File: src/rtl/trk_pkg.sv
package trk_pkg;
  typedef enum logic [1:0] {
    SLOT_FREE = 2'b00,
    SLOT_TENT = 2'b01,
    SLOT_CONF = 2'b10
  } slot_st_e;
endpackage

File: src/rtl/trk_slot.sv
// One track slot: lifecycle state plus a short hit/miss history.
module trk_slot #(
  parameter int HIST_LEN   = 5,
  parameter int CONF_HITS  = 3,
  parameter int DEL_MISSES = 3
) (
  input  logic             clk,
  input  logic             rst,
  input  logic             upd,
  input  logic             hit,
  input  logic             alloc,
  output trk_pkg::slot_st_e state,
  output logic             is_free,
  output logic             drop
);
  import trk_pkg::*;

  localparam int AGE_W = $clog2(HIST_LEN + 1);

  // Only HIST_LEN-1 older entries are stored; the current scan completes the window.
  logic [HIST_LEN-2:0] hist;
  logic [HIST_LEN-1:0] win;
  logic [AGE_W-1:0]    age, age_nx, hit_sum;
  logic                confirm, miss_run, timeout;

  assign win    = {hist, hit};
  assign age_nx = age + 1'b1;

  always_comb begin
    hit_sum = '0;
    for (int b = 0; b < HIST_LEN; b++) hit_sum = hit_sum + AGE_W'(win[b]);
  end

  assign confirm  = (hit_sum >= AGE_W'(CONF_HITS));
  assign miss_run = (win[DEL_MISSES-1:0] == '0);
  assign timeout  = (age_nx >= AGE_W'(HIST_LEN));
  assign is_free  = (state == SLOT_FREE);

  always_comb begin
    drop = 1'b0;
    if (upd) begin
      case (state)
        SLOT_TENT: drop = !confirm && (miss_run || timeout);
        SLOT_CONF: drop = miss_run;
        default:   drop = 1'b0;
      endcase
    end
  end

  always_ff @(posedge clk) begin
    if (rst) begin
      state <= SLOT_FREE;
      hist  <= '0;
      age   <= '0;
    end else if (upd) begin
      case (state)
        SLOT_FREE: begin
          if (alloc) begin
            state <= SLOT_TENT;
            hist  <= (HIST_LEN-1)'(1);
            age   <= AGE_W'(1);
          end
        end
        SLOT_TENT: begin
          if (confirm) begin
            state <= SLOT_CONF;
            hist  <= win[HIST_LEN-2:0];
          end else if (miss_run || timeout) begin
            state <= SLOT_FREE;
            hist  <= '0;
            age   <= '0;
          end else begin
            hist <= win[HIST_LEN-2:0];
            age  <= age_nx;
          end
        end
        SLOT_CONF: begin
          if (miss_run) begin
            state <= SLOT_FREE;
            hist  <= '0;
            age   <= '0;
          end else begin
            hist <= win[HIST_LEN-2:0];
          end
        end
        default: begin
          state <= SLOT_FREE;
          hist  <= '0;
          age   <= '0;
        end
      endcase
    end
  end
endmodule

File: src/rtl/trk_alloc.sv
// Grants candidates to free slots in ascending index order.
module trk_alloc #(
  parameter int NUM_SLOTS = 10,
  localparam int CW = $clog2(NUM_SLOTS + 1)
) (
  input  logic [NUM_SLOTS-1:0] free_vec,
  input  logic [CW-1:0]        req_cnt,
  output logic [NUM_SLOTS-1:0] grant,
  output logic                 overflow
);
  logic [CW-1:0] rank;

  always_comb begin
    rank  = '0;
    grant = '0;
    for (int i = 0; i < NUM_SLOTS; i++) begin
      grant[i] = free_vec[i] && (rank < req_cnt);
      rank     = rank + CW'(free_vec[i]);
    end
    overflow = (req_cnt > rank);
  end
endmodule

File: src/rtl/trk_evseq.sv
// Reports pending start/drop events one per cycle, lowest slot first.
module trk_evseq #(
  parameter int NUM_SLOTS = 10,
  localparam int IW = $clog2(NUM_SLOTS)
) (
  input  logic                 clk,
  input  logic                 rst,
  input  logic                 load,
  input  logic [NUM_SLOTS-1:0] init_set,
  input  logic [NUM_SLOTS-1:0] del_set,
  output logic                 busy,
  output logic                 init_stb,
  output logic                 del_stb,
  output logic [IW-1:0]        idx
);
  logic [NUM_SLOTS-1:0] pend_i, pend_d, any, sel;
  logic                 found;

  assign any  = pend_i | pend_d;
  assign busy = |any;

  always_comb begin
    found = 1'b0;
    sel   = '0;
    idx   = '0;
    for (int i = 0; i < NUM_SLOTS; i++) begin
      if (any[i] && !found) begin
        found  = 1'b1;
        sel[i] = 1'b1;
        idx    = IW'(i);
      end
    end
  end

  assign init_stb = |(pend_i & sel);
  assign del_stb  = |(pend_d & sel);

  always_ff @(posedge clk) begin
    if (rst) begin
      pend_i <= '0;
      pend_d <= '0;
    end else if (load) begin
      pend_i <= init_set;
      pend_d <= del_set;
    end else begin
      pend_i <= pend_i & ~sel;
      pend_d <= pend_d & ~sel;
    end
  end
endmodule

File: src/rtl/track_life_ctrl.sv
module track_life_ctrl #(
  parameter int NUM_SLOTS  = 10,
  parameter int HIST_LEN   = 5,
  parameter int CONF_HITS  = 3,
  parameter int DEL_MISSES = 3,
  localparam int CW = $clog2(NUM_SLOTS + 1),
  localparam int IW = $clog2(NUM_SLOTS)
) (
  input  logic                   clk,
  input  logic                   rst,
  input  logic                   scan_valid,
  output logic                   scan_ready,
  input  logic [NUM_SLOTS-1:0]   hit_mask,
  input  logic [CW-1:0]          new_cnt,
  output logic [2*NUM_SLOTS-1:0] slot_state,
  output logic                   init_stb,
  output logic                   del_stb,
  output logic [IW-1:0]          evt_slot,
  output logic                   ovf_stb
);
  logic                 accept, busy, overflow;
  logic [NUM_SLOTS-1:0] free_vec, grant, drop_vec;

  assign scan_ready = !busy;
  assign accept     = scan_valid && scan_ready;

  for (genvar g = 0; g < NUM_SLOTS; g++) begin : g_slot
    trk_pkg::slot_st_e st;
    trk_slot #(
      .HIST_LEN  (HIST_LEN),
      .CONF_HITS (CONF_HITS),
      .DEL_MISSES(DEL_MISSES)
    ) u_slot (
      .clk    (clk),
      .rst    (rst),
      .upd    (accept),
      .hit    (hit_mask[g]),
      .alloc  (grant[g]),
      .state  (st),
      .is_free(free_vec[g]),
      .drop   (drop_vec[g])
    );
    assign slot_state[2*g +: 2] = st;
  end

  trk_alloc #(.NUM_SLOTS(NUM_SLOTS)) u_alloc (
    .free_vec(free_vec),
    .req_cnt (new_cnt),
    .grant   (grant),
    .overflow(overflow)
  );

  trk_evseq #(.NUM_SLOTS(NUM_SLOTS)) u_seq (
    .clk     (clk),
    .rst     (rst),
    .load    (accept),
    .init_set(grant),
    .del_set (drop_vec),
    .busy    (busy),
    .init_stb(init_stb),
    .del_stb (del_stb),
    .idx     (evt_slot)
  );

  always_ff @(posedge clk) begin
    if (rst) ovf_stb <= 1'b0;
    else     ovf_stb <= accept && overflow;
  end
endmodule

File: config.mk
export PLATFORM = sky130hd
export DESIGN_NAME = track_life_ctrl
export DESIGN_NICKNAME = d
export VERILOG_FILES = /design/src/rtl/trk_pkg.sv /design/src/rtl/trk_slot.sv /design/src/rtl/trk_alloc.sv /design/src/rtl/trk_evseq.sv /design/src/rtl/track_life_ctrl.sv
export SDC_FILE = /design/constraint.sdc
export NUM_CORES = 1
export LEC_CHECK = 0
export BUFFER_PORTS_ARGS = -buffer_cell sky130_fd_sc_hd__buf_2
export CORE_MARGIN = 8
export CORE_UTILIZATION = 55
export CTS_CLUSTER_SIZE = 8
export DETAILED_ROUTE_END_ITERATION = 10
export PLACE_DENSITY_LB_ADDON = 0.05
export SLEW_MARGIN = 40
export SYNTH_ARGS = -nofsm -noshare
export SYNTH_HDL_FRONTEND = slang
export SYNTH_SLANG_ARGS = --single-unit
File: constraint.sdc
create_clock -name clk -period 14.4 [get_ports clk]
set_input_delay 1.44 -clock clk [delete_from_list [all_inputs] [get_ports clk]]
set_output_delay 1.44 -clock clk [all_outputs]
set_load 0.03 [all_outputs]
### Word-level counts from Yosys, hierarchy flattened

Cells that the tools add are included.

| word-level totals | value |
|---|---|
| flip-flop bits (word level) | 111 |
| input bits | 17 |
| logic and storage cells | 492 |

| operators by class | value |
|---|---|
| reduce and logical (&&, ||, !) cells | 114 |
| equal/unequal tests | 60 |
| magnitude comparators | 31 |
| bitwise gates (word level) | 6 |
| multiplexer cells | 189 |
| add/sub/neg operators | 59 |

Operator list:

| operator | number |
|---|---|
| $mux 4 | 42 |
| $mux 3 | 44 |
| $pmux 4 s3 | 10 |
| $add 3x1->3 | 30 |
| $pmux 3 s3 | 10 |
| $mux 2 | 42 |
| $reduce_and 4->1 | 20 |
| $pmux 2 s3 | 10 |
| $and 10x10->10 | 4 |
| $ne 2x1->1 const B | 20 |
| $add 4x1->4 | 8 |
| $lt 4x4->1 | 8 |
| $logic_and 1x1->1 | 31 |
| $add 3x1->3 const B | 10 |
| $ge 3x2->1 const B | 10 |
| $ge 3x3->1 const B | 10 |
| $logic_not 3->1 | 10 |
| $ne 3x1->1 const B | 10 |
| $reduce_or 10->1 | 3 |
| $add 1x1->2 | 11 |
| $eq 2x1->1 const B | 10 |
| $eq 2x2->1 const B | 10 |
| $logic_not 1->1 | 20 |
| $logic_not 2->1 | 10 |
| 11 further kinds | 66 |

### Depth between registers and ports, before layout

Gate-level depths: netlist of run 1.

| depth | value |
|---|---|
| depth after elaboration | 32 |
| mapped depth | 23 |
| mapped depth without buffers | 22 |

### Modules after synthesis

Synthesis of run 1 repeated with hierarchy kept, for this count alone.

| unflattened totals | value |
|---|---|
| cell total of the unflattened synthesis | 1164 |
| area, all modules | 10131.0 µm² |

By module, submodules not included:

| module | cells an instance | times used | area an instance (µm²) |
|---|---|---|---|
| trk_slot at g_slot[0].u_slot ... | 91 | 5 | 792.0 |
| trk_slot at g_slot[6].u_slot ... | 84 | 4 | 745.7 |
| trk_alloc | 151 | 1 | 1298.7 |
| trk_evseq | 134 | 1 | 1064.8 |
| trk_slot at g_slot[2].u_slot | 84 | 1 | 779.5 |
| track_life_ctrl | 4 | 1 | 45.0 |

### Least setup slack after synthesis of run 1

OpenSTA, ideal clock, no wires.

| timing path | value |
|---|---|
| kind | register -> register |
| start point | register g_slot[1].u_slot.state[0] |
| end point | register g_slot[9].u_slot.age[2] |
| data arrival time | 5409 ps |
| buffers on the path | 1 |
| stages on the path, launching flop included | 24 |
| setup time | 70 ps |
| period minus slack after synthesis | 5479 ps |
| data required time | 14330 ps |
| slack | 8921 ps |
| cell sequence | dfxtp_1 inv_1 ha_1 xor2_1 ha_1 ha_1 ha_1 ha_1 ha_1 ha_1 ha_1 nor3b_1 o21ai_0 o211ai_1 xnor2_1 inv_1 ha_1 a21o_1 a21oi_1 o21a_1 buf_6 nand2_2 or4_1 a21oi_1 |

| on the way | value |
|---|---|
| longest elaborated chain between the ends | 13 |

Ends and longest elaborated chain:

| item | RTL line | RTL |
|---|---|---|
| start: declaration | trk_slot.sv:12 | `output trk_pkg::slot_st_e state,` |
| start signal: assignment | trk_slot.sv:52 | `state <= SLOT_FREE;` |
| start signal: assignment | trk_slot.sv:59 | `state <= SLOT_TENT;` |
| start signal: assignment | trk_slot.sv:66 | `state <= SLOT_CONF;` |
| $logic_not 2->1 | trk_slot.sv:37 | `assign is_free = (state == SLOT_FREE);` |
| $add 1x1->2 | trk_alloc.sv:18 | `rank = rank + CW'(free_vec[i]);` |
| $add 4x1->4 (7 in series) | trk_alloc.sv:18 |  |
| $lt 4x4->1 | trk_alloc.sv:17 | `grant[i] = free_vec[i] && (rank < req_cnt);` |
| $logic_and 1x1->1 | trk_alloc.sv:17 |  |
| $ne 2x1->1 (no source line) | -- |  |
| $reduce_and 4->1 (no source line) | -- |  |
| end signal: assignment | trk_slot.sv:74 | `age <= age_nx;` |
| end: declaration | trk_slot.sv:23 | `logic [AGE_W-1:0] age, age_nx, hit_sum;` |

Every way passes these cells.
A chain may end at the register's enable or synchronous reset.

### Final worst setup path of run 1

Same ends and word-level chain as after synthesis.

==> impl_results.md, run 1 <==
* Status: completed
* H-tree depth reported by CTS at 3
* Via density per instance at 5.43
* Post-layout utilization of the core at 0.608
* Source-to-sink clock delay at the later pin of the worst-skew pair at 0.36 ns
* Slew @ Worst Pin at 0.733 ns
* Count of cell types in the netlist at 72
* Total number of vias at 7620
* Worst slew margin relative to its limit at 0.510
* Synth Register Bits at 111
* Critical setup path kind: reg2reg
* Pins Over Slew Limit at 0
* Global-route wire length before repair at 33400 µm
* Data required time at the worst endpoint at 14.69 ns
* Syn Inst Count at 1145
* Critical-path maximum fanout at 10
* Number of cells in the finished layout apart from fillers at 1403
* Post-DRT Antenna Nets at 0
* Initial core utilization at 0.565
* Setup fix buffers added after clock tree synthesis at 0
* Count of yosys warnings during synthesis at 0
* Layout cell share with drive strength beyond 1 at 0.0716
* Commonest non-fill, non-tap cell in the layout: inv_1
* Critical path data arrival time at 6.24 ns
* # IOs at 45
* Setup skew after layout at 0.00932 ns
* Unrepaired setup endpoints after global routing: no
* Synthesized area per cell at 7.86 µm²
* Post-synth EDFFs at 0
* Commonest non-fill, non-tap cells in the layout: inv_1 (166), ha_1 (132), dfxtp_1 (111)
* Estimated wirelength of the detail-placed design at 14900 µm
* Routed length per instance at 13.9 µm
* Pin count of the biggest net entering global routing at 65
* Element type at the critical path start: register
* Proportion of register bits with asynchronous set or reset after synthesis at 0
* Total global routing overflow at 0
* Maximum clock path buffer count at 2
* Number of instances resized during post-cts repair at 0
* Number of fill cells at 1534
* Sinks on the clock net at 111
* Count of buffers inserted at the top-level ports at 44
* Floorplan row count at 46
* Area taken by flip-flops and latches at 2220 µm²
* Antenna diode instance count at 0
* Die Area at 20700 µm²
* 1st-pass router iterations at 5
* Number of antenna violations at the first check in global routing at 0
* Total of endpoints with negative setup slack in the final report at 0
* Post-synthesis cell type with the largest combined area: dfxtp_1
* Clock tree from TritonCTS: built
* Most used flip-flop cell after synthesis: dfxtp_1
* Root Driver: clkbuf_16
* Share of Yosys cell area claimed by the top area cell type at 0.247
* Initial drt markers at 348
* Instance count after placement with tap cells included at 1387
* Area added between synthesis and finish at 7.79%
* Die Y at 144 µm
* Period minus WS final at 5.95 ns
* Share of the yosys chip area belonging to registers at 0.247
* Area of the multi-input gates at 6050 µm²
* Core Area at 15900 µm²
* Number of nets at the end of the flow at 1351
* Most area-consuming cells after synthesis: dfxtp_1 (25%), ha_1 (18%), inv_1 (6.9%), a21oi_1 (5.8%), nor2_1 (4.5%)
* Part of the cycle the worst path needs at 0.413
* Top achievable clock speed at 168 MHz
* Area of all placed cells without fillers at 9700 µm²
* Post-CTS Hold Fix Bufs at 0
* Cell area after synthesis at 9000 µm²
* Post-Synthesis Net Count at 1314
* Total CTS buffers at 9
* Die Span X at 144 µm
* Placer Congestion at 0.853
* Vias in the first global route at 7208
* Instance area after placement at 9410 µm²
* Max-cap violation count at 0
* Total Routed Length at 19500 µm
* Kind of capture point of the worst setup path: register
* Endpoints failing hold at 0
* Number of remaining DRC errors at 0
* Total global-route track usage at 0.196
* Worst min-delay path class: reg2reg
* Post-CTS clock slew at the launch and capture registers of the worst setup and hold paths at 0.07 ns
* Post-route setup TNS at 0 ns
## synth_stat cells, drive strengths merged, types with 7 or more instances
master  instances
a211oi         15
a21o           21
a21oi         108
a31oi           9
a32oi          18
and2           18
clkbuf         15
dfxtp         111
fa             20
ha            132
inv           167
mux2i          12
nand2         105
nand2b         24
nand3          36
nand4b          7
nor2          109
nor2b          13
nor3           20
nor4            8
o21ai          55
o31ai           7
or3             7
or4             8
xnor2          13
xor2           17
## worst max-delay path, stage by stage, from the launching register on
cell and delay [ns]:
dfxtp_1 0.39, inv_1 0.11, ha_1 0.30, xor2_1 0.29
ha_1 0.30, ha_1 0.32, ha_1 0.32, ha_1 0.33
ha_1 0.34, ha_1 0.33, ha_1 0.25, nor3b_1 0.15
o21ai_0 0.17, o211ai_1 0.13, xnor2_1 0.29, inv_1 0.09
ha_1 0.28, a21o_1 0.16, a21oi_1 0.23, o21a_1 0.36
nand2_2 0.14, or4_1 0.48, a21oi_1 0.12
## final cells by class
class                      instances  area share
inverter                         167      0.0646
sequential                       111       0.229
multi-input combinational        847       0.624
clock buffer                      10      0.0236
clock inverter                     6     0.00632
tap                              216      0.0279
timing repair buffer              46      0.0245
## worst paths after layout
check	from	end	slack [ns]	depth (start not counted)
worst min register to register	g_slot[7].u_slot.hist[3]$_SDFFE_PP0P_	g_slot[7].u_slot.hist[3]$_SDFFE_PP0P_	0.46	2
worst max register to register	g_slot[1].u_slot.state[0]$_SDFFE_PP0P_	g_slot[9].u_slot.age[2]$_SDFFE_PP0P_	8.45	22
worst max-delay path	g_slot[1].u_slot.state[0]$_SDFFE_PP0P_	g_slot[9].u_slot.age[2]$_SDFFE_PP0P_	8.45	22
worst min-delay path	g_slot[7].u_slot.hist[3]$_SDFFE_PP0P_	g_slot[7].u_slot.hist[3]$_SDFFE_PP0P_	0.46	2
## logic make-up (layout without fill, tap and decap cells)
kind of cell             count (synthesis)  in the layout  share of synthesized area
AND/OR/NAND/NOR                        376            376                      0.204
AO/OA/AOI/OAI                          275            275                      0.193
buffers and inverters                  187            229                     0.0805
adder cells (fa/ha/maj)                153            153                      0.229
flip-flops                             111            111                      0.247
XOR/XNOR                                30             30                     0.0317
multiplexers                            13             13                     0.0146
## registers in the layout, indices dropped and copies added (netlist names)
name / count
g_slot.u_slot.hist: 40
g_slot.u_slot.state: 20
u_seq.pend_i: 10
u_seq.pend_d: 10
g_slot.u_slot.age: 30
ovf_stb: 1
## per-stage QoR
stage | setup WS, ns | hold WS, ns
floorplan | 8.92 | 0.432
global placement | 8.68 | 0.443
detailed placement | 8.51 | 0.444
CTS | 8.47 | 0.462
global route | 8.05 | 0.475
finish | 8.45 | 0.458
## metal layers
| metal | share of wire | vias to the layer above | GRT usage |
|---|---|---|---|
| met5 | 0 | - | 0 |
| met1 | 0.49 | 3508 | 0.251 |
| met4 | 0.018 | 0 | 0.0559 |
| li1 | - | 3981 | - |
| met3 | 0.035 | 25 | 0.0372 |
| met2 | 0.45 | 106 | 0.329 |
Power of run 1 is left out: the tool's default activity adds up to more than one toggle a clock period on the data nets, which glitch-free logic cannot reach.
==> inputs of run 2 (changes only) <==
==> constraint.sdc (replaced) <==
create_clock -name clk -period 5.1 [get_ports clk]
set_input_delay 0.51 -clock clk [delete_from_list [all_inputs] [get_ports clk]]
set_output_delay 0.51 -clock clk [all_outputs]
set_load 0.03 [all_outputs]
==> run 2 against run 1 <==
Clock-buffer cell count rose by 2. Design area increased by 3.5%. Core utilization rose by 2.1 points. Routed wire length is 2.0% higher. Critical path type unchanged. Critical endpoint unchanged. Highest routed layer unchanged.
==> impl_results.md, run 2 (synthesis gave the netlist of run 1 again) <==
* Number of antenna violations at the first check in global routing at 0 (unchanged)
* Maximum clock path buffer count at 2 (unchanged)
* Total number of vias at 7647 (+0.35%)
* Critical setup path kind: reg2reg
* Sinks on the clock net at 111 (unchanged)
* Die Area at 20700 µm² (unchanged)
* Number of flip-flops in the largest register at 40 (unchanged)
* Vias in the first global route at 7253 (+0.62%)
* Initial drt markers at 323 (-7.2%)
* Floorplan row count at 46 (unchanged)
* Max-cap violation count at 0 (unchanged)
* Period minus WS final at 4.81 ns (-1.14 ns)
* Antenna diode instance count at 0 (unchanged)
* Area added between synthesis and finish at 11.5%
* Total global routing overflow at 0 (unchanged)
* Routed length per instance at 14.0 µm (+0.58%)
* H-tree depth reported by CTS at 3 (unchanged)
* Number of cells in the finished layout apart from fillers at 1423 (+1.4%)
* Pins Over Slew Limit at 0 (unchanged)
* Status: completed
* Number of remaining DRC errors at 0 (unchanged)
* Unrepaired setup endpoints after global routing: no
* Element type at the critical path start: register
* Largest registers: g_slot.u_slot.hist: 40 flops, g_slot.u_slot.age: 30 flops, g_slot.u_slot.state: 20 flops
* Root Driver: clkbuf_16
* Data required time at the worst endpoint at 5.39 ns (-9.30 ns)
* Post-route setup TNS at 0 ns (unchanged)
* Commonest non-fill, non-tap cells in the layout: inv_1 (165), ha_1 (123), nor2_1 (109)
* Final worst slack at 0.290 ns (-8.16 ns)
* 1st-pass router iterations at 5 (unchanged)
* Worst-case setup slack after placement at -0.0791 ns (-8.59 ns)
* Total of endpoints with negative setup slack in the final report at 0 (unchanged)
* Setup fix buffers added after clock tree synthesis at 0 (unchanged)
* Initial core utilization at 0.565 (unchanged)
* Total Routed Length at 19900 µm (+2.0%)
* Pin count of the biggest net entering global routing at 60 (-7.7%)
* Worst slew margin relative to its limit at 0.529 (+0.0194)
* Kind of capture point of the worst setup path: register
* Core Area at 15900 µm² (unchanged)
* Post-DRT Antenna Nets at 0 (unchanged)
* Via density per instance at 5.37 (-1.1%)
* Post-CTS Hold Fix Bufs at 0 (unchanged)
* Placer Congestion at 0.871 (+2.1%)
* Post-CTS clock slew at the launch and capture registers of the worst setup and hold paths at 0.08 ns (about the same)
* Instance count after placement with tap cells included at 1407 (+1.4%)
* Worst min-delay path class: reg2reg
* Top achievable clock speed at 208 MHz (+24%)
* Total global-route track usage at 0.199 (+0.00283)
* Part of the cycle the worst path needs at 0.943 (+0.530)
* Layout cell share with drive strength beyond 1 at 0.108 (+0.0361)
* Die Y at 144 µm (unchanged)
* Source-to-sink clock delay at the later pin of the worst-skew pair at 0.36 ns (about the same)
* Estimated wirelength of the detail-placed design at 15500 µm (+4.1%)
* Die Span X at 144 µm (unchanged)
* Slew @ Worst Pin at 0.699 ns (-0.0344 ns)
* Commonest non-fill, non-tap cell in the layout: inv_1
* Clock tree from TritonCTS: built
* Endpoints failing hold at 0 (unchanged)
* Worst hold slack at 0.453 ns (-0.00579 ns)
* Total CTS buffers at 9 (unchanged)
* Critical path data arrival time at 5.10 ns (-1.14 ns)
* Largest register by flop count: g_slot.u_slot.hist
* Count of buffers inserted at the top-level ports at 44 (unchanged)
* Setup skew after layout at 0.00891 ns (-0.000410 ns)
* # IOs at 45 (unchanged)
* Critical-path maximum fanout at 7 (-3)
* Number of nets at the end of the flow at 1371 (+1.5%)
* Global-route wire length before repair at 33800 µm (+1.2%)
-- run 2: cell types whose count changed in the layout (fill, tap and decap cells not counted), sizes merged --
cell    change
clkbuf      +2
clkinv      -1
bufinv      -1
buf        +20
-- run 2: stage by stage --
step,util,area [µm²]
after floorplan,-,9070
after global placement,0.604,9630
after detailed placement,0.604,9630
after CTS,0.625,9970
after global routing,0.630,10000
final,0.630,10000
-- run 2: timing repair --
item,in CTS,in global routing
resized for setup,4,10
hold endpoints to repair,0,0
setup endpoints to repair,11,16
pin swaps,1,3
-- run 2: final timing paths --
check                                               from                               endpoint  slack, ns  cells past startpoint
setup / recovery  g_slot[2].u_slot.state[0]$_SDFFE_PP0P_   g_slot[9].u_slot.age[2]$_SDFFE_PP0P_       0.29                     20
hold / removal     g_slot[1].u_slot.hist[3]$_SDFFE_PP0P_  g_slot[1].u_slot.hist[3]$_SDFFE_PP0P_       0.45                      2
setup reg to reg  g_slot[2].u_slot.state[0]$_SDFFE_PP0P_   g_slot[9].u_slot.age[2]$_SDFFE_PP0P_       0.29                     20
hold reg to reg    g_slot[1].u_slot.hist[3]$_SDFFE_PP0P_  g_slot[1].u_slot.hist[3]$_SDFFE_PP0P_       0.45                      2
-- run 2: per-layer routing --
| layer | global-route usage | vias to the layer above | routed length (µm) |
|---|---|---|---|
| met5 | 0 | - | 0 |
| met4 | 0.0498 | 0 | 248 |
| met3 | 0.0388 | 17 | 883 |
| met2 | 0.332 | 93 | 9090 |
| met1 | 0.258 | 3522 | 9670 |
| li1 | - | 4015 | - |
-- run 2: area by class of cell --
class | count | area, µm²
multi-input combinational | 847 | 6210
fill | 1486 | 5900
sequential | 111 | 2240
inverter | 167 | 627
timing repair buffer | 66 | 388
clock buffer | 12 | 278
tap | 216 | 270
clock inverter | 4 | 26.3
-- run 2: critical path: stages (launching register included) --
cell and delay [ns]:
dfxtp_2 0.37, inv_1 0.07, ha_1 0.27, buf_4 0.19, ha_1 0.22, xor2_1 0.20, ha_1 0.41, nand2_1 0.21
xnor2_1 0.20, xnor2_2 0.32, xor2_2 0.23, inv_2 0.09, maj3_1 0.35, a21oi_2 0.19, xnor2_2 0.15, ha_1 0.27
a21oi_2 0.14, o21a_1 0.16, nand2_2 0.09, or4_1 0.48, a21oi_1 0.13
Power of run 2 is left out for the same reason.
==> inputs of run 3 (changes only) <==
--- a/config.mk
+++ b/config.mk
@@ -14,4 +14,5 @@
 export SLEW_MARGIN = 40
 export SYNTH_ARGS = -nofsm -noshare
 export SYNTH_HDL_FRONTEND = slang
+export SYNTH_HIERARCHICAL = 1
 export SYNTH_SLANG_ARGS = --single-unit
==> run 3 against run 2 <==
Design area increased by 13%. Clock skew decreased by 0.0024 ns. Highest routed layer is now met5. Routed wire length increased by 11%. First-iteration DRC count increased by 31%. Cell count increased by 2.7%. Synthesized cell count increased by 1.7%. Non-clock buffer count increased by 7. Synthesized area increased by 13%. Worst setup slack got worse by 0.17 ns. Global-route usage decreased by 0.29 points. Critical path depth increased by 2. Critical path type unchanged.
==> impl_results.md, run 3 <==
* Instance area after placement at 10800 µm² (+12%)
* Pin count of the biggest net entering global routing at 57 (-5.0%)
* Status: completed
* Post-synthesis cell type with the largest combined area: dfxtp_1
* Total global-route track usage at 0.196 (-0.00291)
* Most used flip-flop cell after synthesis: dfxtp_1
* Slew @ Worst Pin at 0.608 ns (-0.0914 ns)
* Source-to-sink clock delay at the later pin of the worst-skew pair at 0.36 ns (about the same)
* Element type at the critical path start: register
* Post-CTS clock slew at the launch and capture registers of the worst setup and hold paths at 0.08 ns (about the same)
* Vias in the first global route at 7921 (+9.2%)
* Post-DRT Antenna Nets at 0 (unchanged)
* Part of the cycle the worst path needs at 0.975 (+0.0324)
* Largest register by flop count: g_slot.u_slot/hist
* Family with the most delay on the worst path: adder cells
* Pins Over Slew Limit at 0 (unchanged)
* Floorplan row count at 49 (+6.5%)
* Data required time at the worst endpoint at 5.40 ns (about the same)
* Root Driver: clkbuf_16
* Cell area after synthesis at 10100 µm² (+13%)
* # IOs at 45 (unchanged)
* Routed length per instance at 15.2 µm (+8.4%)
* Initial drt markers at 423 (+31%)
* Total CTS buffers at 9 (unchanged)
* Clock tree from TritonCTS: built
* Critical path data arrival time at 5.28 ns (+0.18 ns)
* Total number of vias at 8372 (+9.5%)
* 1st-pass router iterations at 5 (unchanged)
* Commonest non-fill, non-tap cell in the layout: inv_1
* Number of remaining DRC errors at 0 (unchanged)
* Count of yosys warnings during synthesis at 6 (+6)
* Via density per instance at 5.73 (+6.6%)
* Largest incremental delay on the critical path at 0.60 ns (+0.12 ns)
* Most area-consuming cells after synthesis: dfxtp_1 (22%), ha_1 (16%), inv_1 (6.4%), fa_1 (4.1%), a21oi_1 (3.6%)
* Share of Yosys cell area claimed by the top area cell type at 0.219 (-0.0276)
* Post-Synthesis Net Count at 1333 (+1.4%)
* Endpoints failing hold at 0 (unchanged)
* Die Area at 23000 µm² (+11%)
* Unrepaired setup endpoints after global routing: yes
* Leading post-synthesis cells by instance count: inv_1 (172), ha_1 (131), dfxtp_1 (111), a21oi_1 (72), nand2_1 (70)
* Count of cell types in the netlist at 84 (+17%)
* Most used cell, CP: ha_4
* Critical setup path kind: reg2reg
* Count of buffers inserted at the top-level ports at 44 (unchanged)
* Worst-case setup slack after placement at -0.116 ns (-0.0370 ns)
* Syn Inst Count at 1164 (+1.7%)
* Number of flip-flops in the largest register at 40 (unchanged)
* CP bufs+invs at 1 (-2)
* Post-synth EDFFs at 0 (unchanged)
* Max-cap violation count at 0 (unchanged)
* Crit path cell chain: inv_4 > ha_4 > fa_2 > ha_4 > ha_4 > ha_4 > ha_4 > ha_4 > ha_4 > and2b_2 > o21a_2 > a2bb2o_4 > or2_1 > nand4_2 > xnor2_2 > ha_1 > o21ai_1 > and3b_2 > nor2b_4 > or3_4 > a31oi_4 > a22o_1
* Total of endpoints with negative setup slack in the final report at 0 (unchanged)
* Layout cell share with drive strength beyond 1 at 0.171 (+0.0637)
* Worst min-delay path class: in2reg
* Die Y at 152 µm (+5.4%)
* Top achievable clock speed at 201 MHz (-3.3%)
* Initial core utilization at 0.562 (-0.00245)
* Sinks on the clock net at 111 (unchanged)
* Die Span X at 152 µm (+5.4%)
* Setup skew after layout at 0.00655 ns (-0.00236 ns)
* Proportion of register bits with asynchronous set or reset after synthesis at 0 (unchanged)
* Total global routing overflow at 0 (unchanged)
* Placer Congestion at 0.850 (-2.4%)
* Synth Register Bits at 111 (unchanged)
* Share of the yosys chip area belonging to registers at 0.219 (-0.0276)
* Total Routed Length at 22100 µm (+11%)
* Area added between synthesis and finish at 11.6% (about the same)
* Area of all placed cells without fillers at 11300 µm² (+13%)
* Synthesized area per cell at 8.70 µm² (+11%)
* Number of antenna violations at the first check in global routing at 1 (+1)
* Critical-path maximum fanout at 4 (-3)
* Most frequent cell after synthesis: inv_1
* Largest registers: g_slot.u_slot/hist: 40 flops, g_slot.u_slot/age: 30 flops, g_slot.u_slot/state: 20 flops
* Kind of capture point of the worst setup path: register
* Global-route wire length before repair at 37800 µm (+12%)
* Estimated wirelength of the detail-placed design at 17000 µm (+9.4%)
* Cell at the slowest stage of the critical path: fa_2
* Commonest non-fill, non-tap cells in the layout: inv_1 (168), ha_1 (121), dfxtp_1 (105)
* H-tree depth reported by CTS at 3 (unchanged)
* Number of nets at the end of the flow at 1395 (+1.8%)
* Maximum clock path buffer count at 2 (unchanged)
* Core Area at 18000 µm² (+13%)
* Worst slew margin relative to its limit at 0.591 (+0.0625)
* Final worst slack at 0.125 ns (-0.165 ns)
* Period minus WS final at 4.97 ns (+0.165 ns)
-- run 3: cell types whose count changed in the layout (fill, tap and decap cells not counted), moves of 18 or more --
| cell | change |
|---|---|
| o21ai_0 | -18 |
| nor2_1 | -75 |
| nand2b_1 | +20 |
| a21o_1 | -20 |
| nand3b_1 | +18 |
| nand2_1 | -35 |
| a21oi_1 | -31 |
-- run 3: kinds of logic after synthesis --
logic type	synth area share
AO/OA/AOI/OAI	0.232
buffers and inverters	0.0734
XOR/XNOR	0.0347
flip-flops	0.219
multiplexers	0.0109
AND/OR/NAND/NOR	0.226
adder cells (fa/ha/maj)	0.203
-- run 3: timing repair --
action	CTS	global route
pin swaps	3	11
hold buffers	0	0
setup buffers	1	5
endpoints found under the setup margin	8	23
gates resized for setup	4	19
-- run 3: stage by stage --
| stage | setup TNS, ns | std cells | hold slack (ns) | util |
|---|---|---|---|---|
| after floorplan | 0 | 1164 | 0.445 | - |
| after global placement | 0 | 1438 | 0.463 | 0.600 |
| after detailed placement | -0.623 | 1438 | 0.466 | 0.600 |
| after CTS | 0 | 1455 | 0.359 | 0.619 |
| after global routing | -0.204 | 1460 | 0.373 | 0.627 |
| final | 0 | 1461 | 0.365 | 0.627 |
-- run 3: area by class of cell --
class	count	area [µm²]
timing repair buffer	73	440
fill	1654	6720
tap	229	287
antenna	1	2.50
inverter	174	658
clock buffer	11	254
multi-input combinational	857	7380
clock inverter	5	37.5
sequential	111	2240
-- run 3: worst paths after layout --
check                                         start                                    end  slack [ns]  cells past startpoint
max          g_slot[1].u_slot/state[0]$_SDFFE_PP0P_  g_slot[9].u_slot/hist[3]$_SDFFE_PP0P_        0.13                     22
min                                     hit_mask[7]  g_slot[7].u_slot/hist[0]$_SDFFE_PP0P_        0.37                      2
max reg2reg  g_slot[1].u_slot/state[0]$_SDFFE_PP0P_  g_slot[9].u_slot/hist[3]$_SDFFE_PP0P_        0.13                     22
min reg2reg   g_slot[0].u_slot/hist[2]$_SDFFE_PP0P_  g_slot[0].u_slot/hist[2]$_SDFFE_PP0P_        0.47                      2
-- run 3: worst reg2reg max path, delay by kind of cell (launching register included) --
kind            cells  cell delay [ns]
compound gates      5             0.81
simple gates        6             1.14
xor+xnor            1             0.17
buf+inv             1             0.04
fa+ha+maj           9             2.43
flops               1             0.37
-- run 3: metal layers --
layer  vias up  GRT usage  share of wire
li1       4268          -              -
met1      3984      0.259           0.48
met2       102      0.333           0.48
met3        16     0.0309          0.030
met4         2     0.0392         0.0096
met5         -          0        0.00045
Power of run 3 is left out for the same reason.
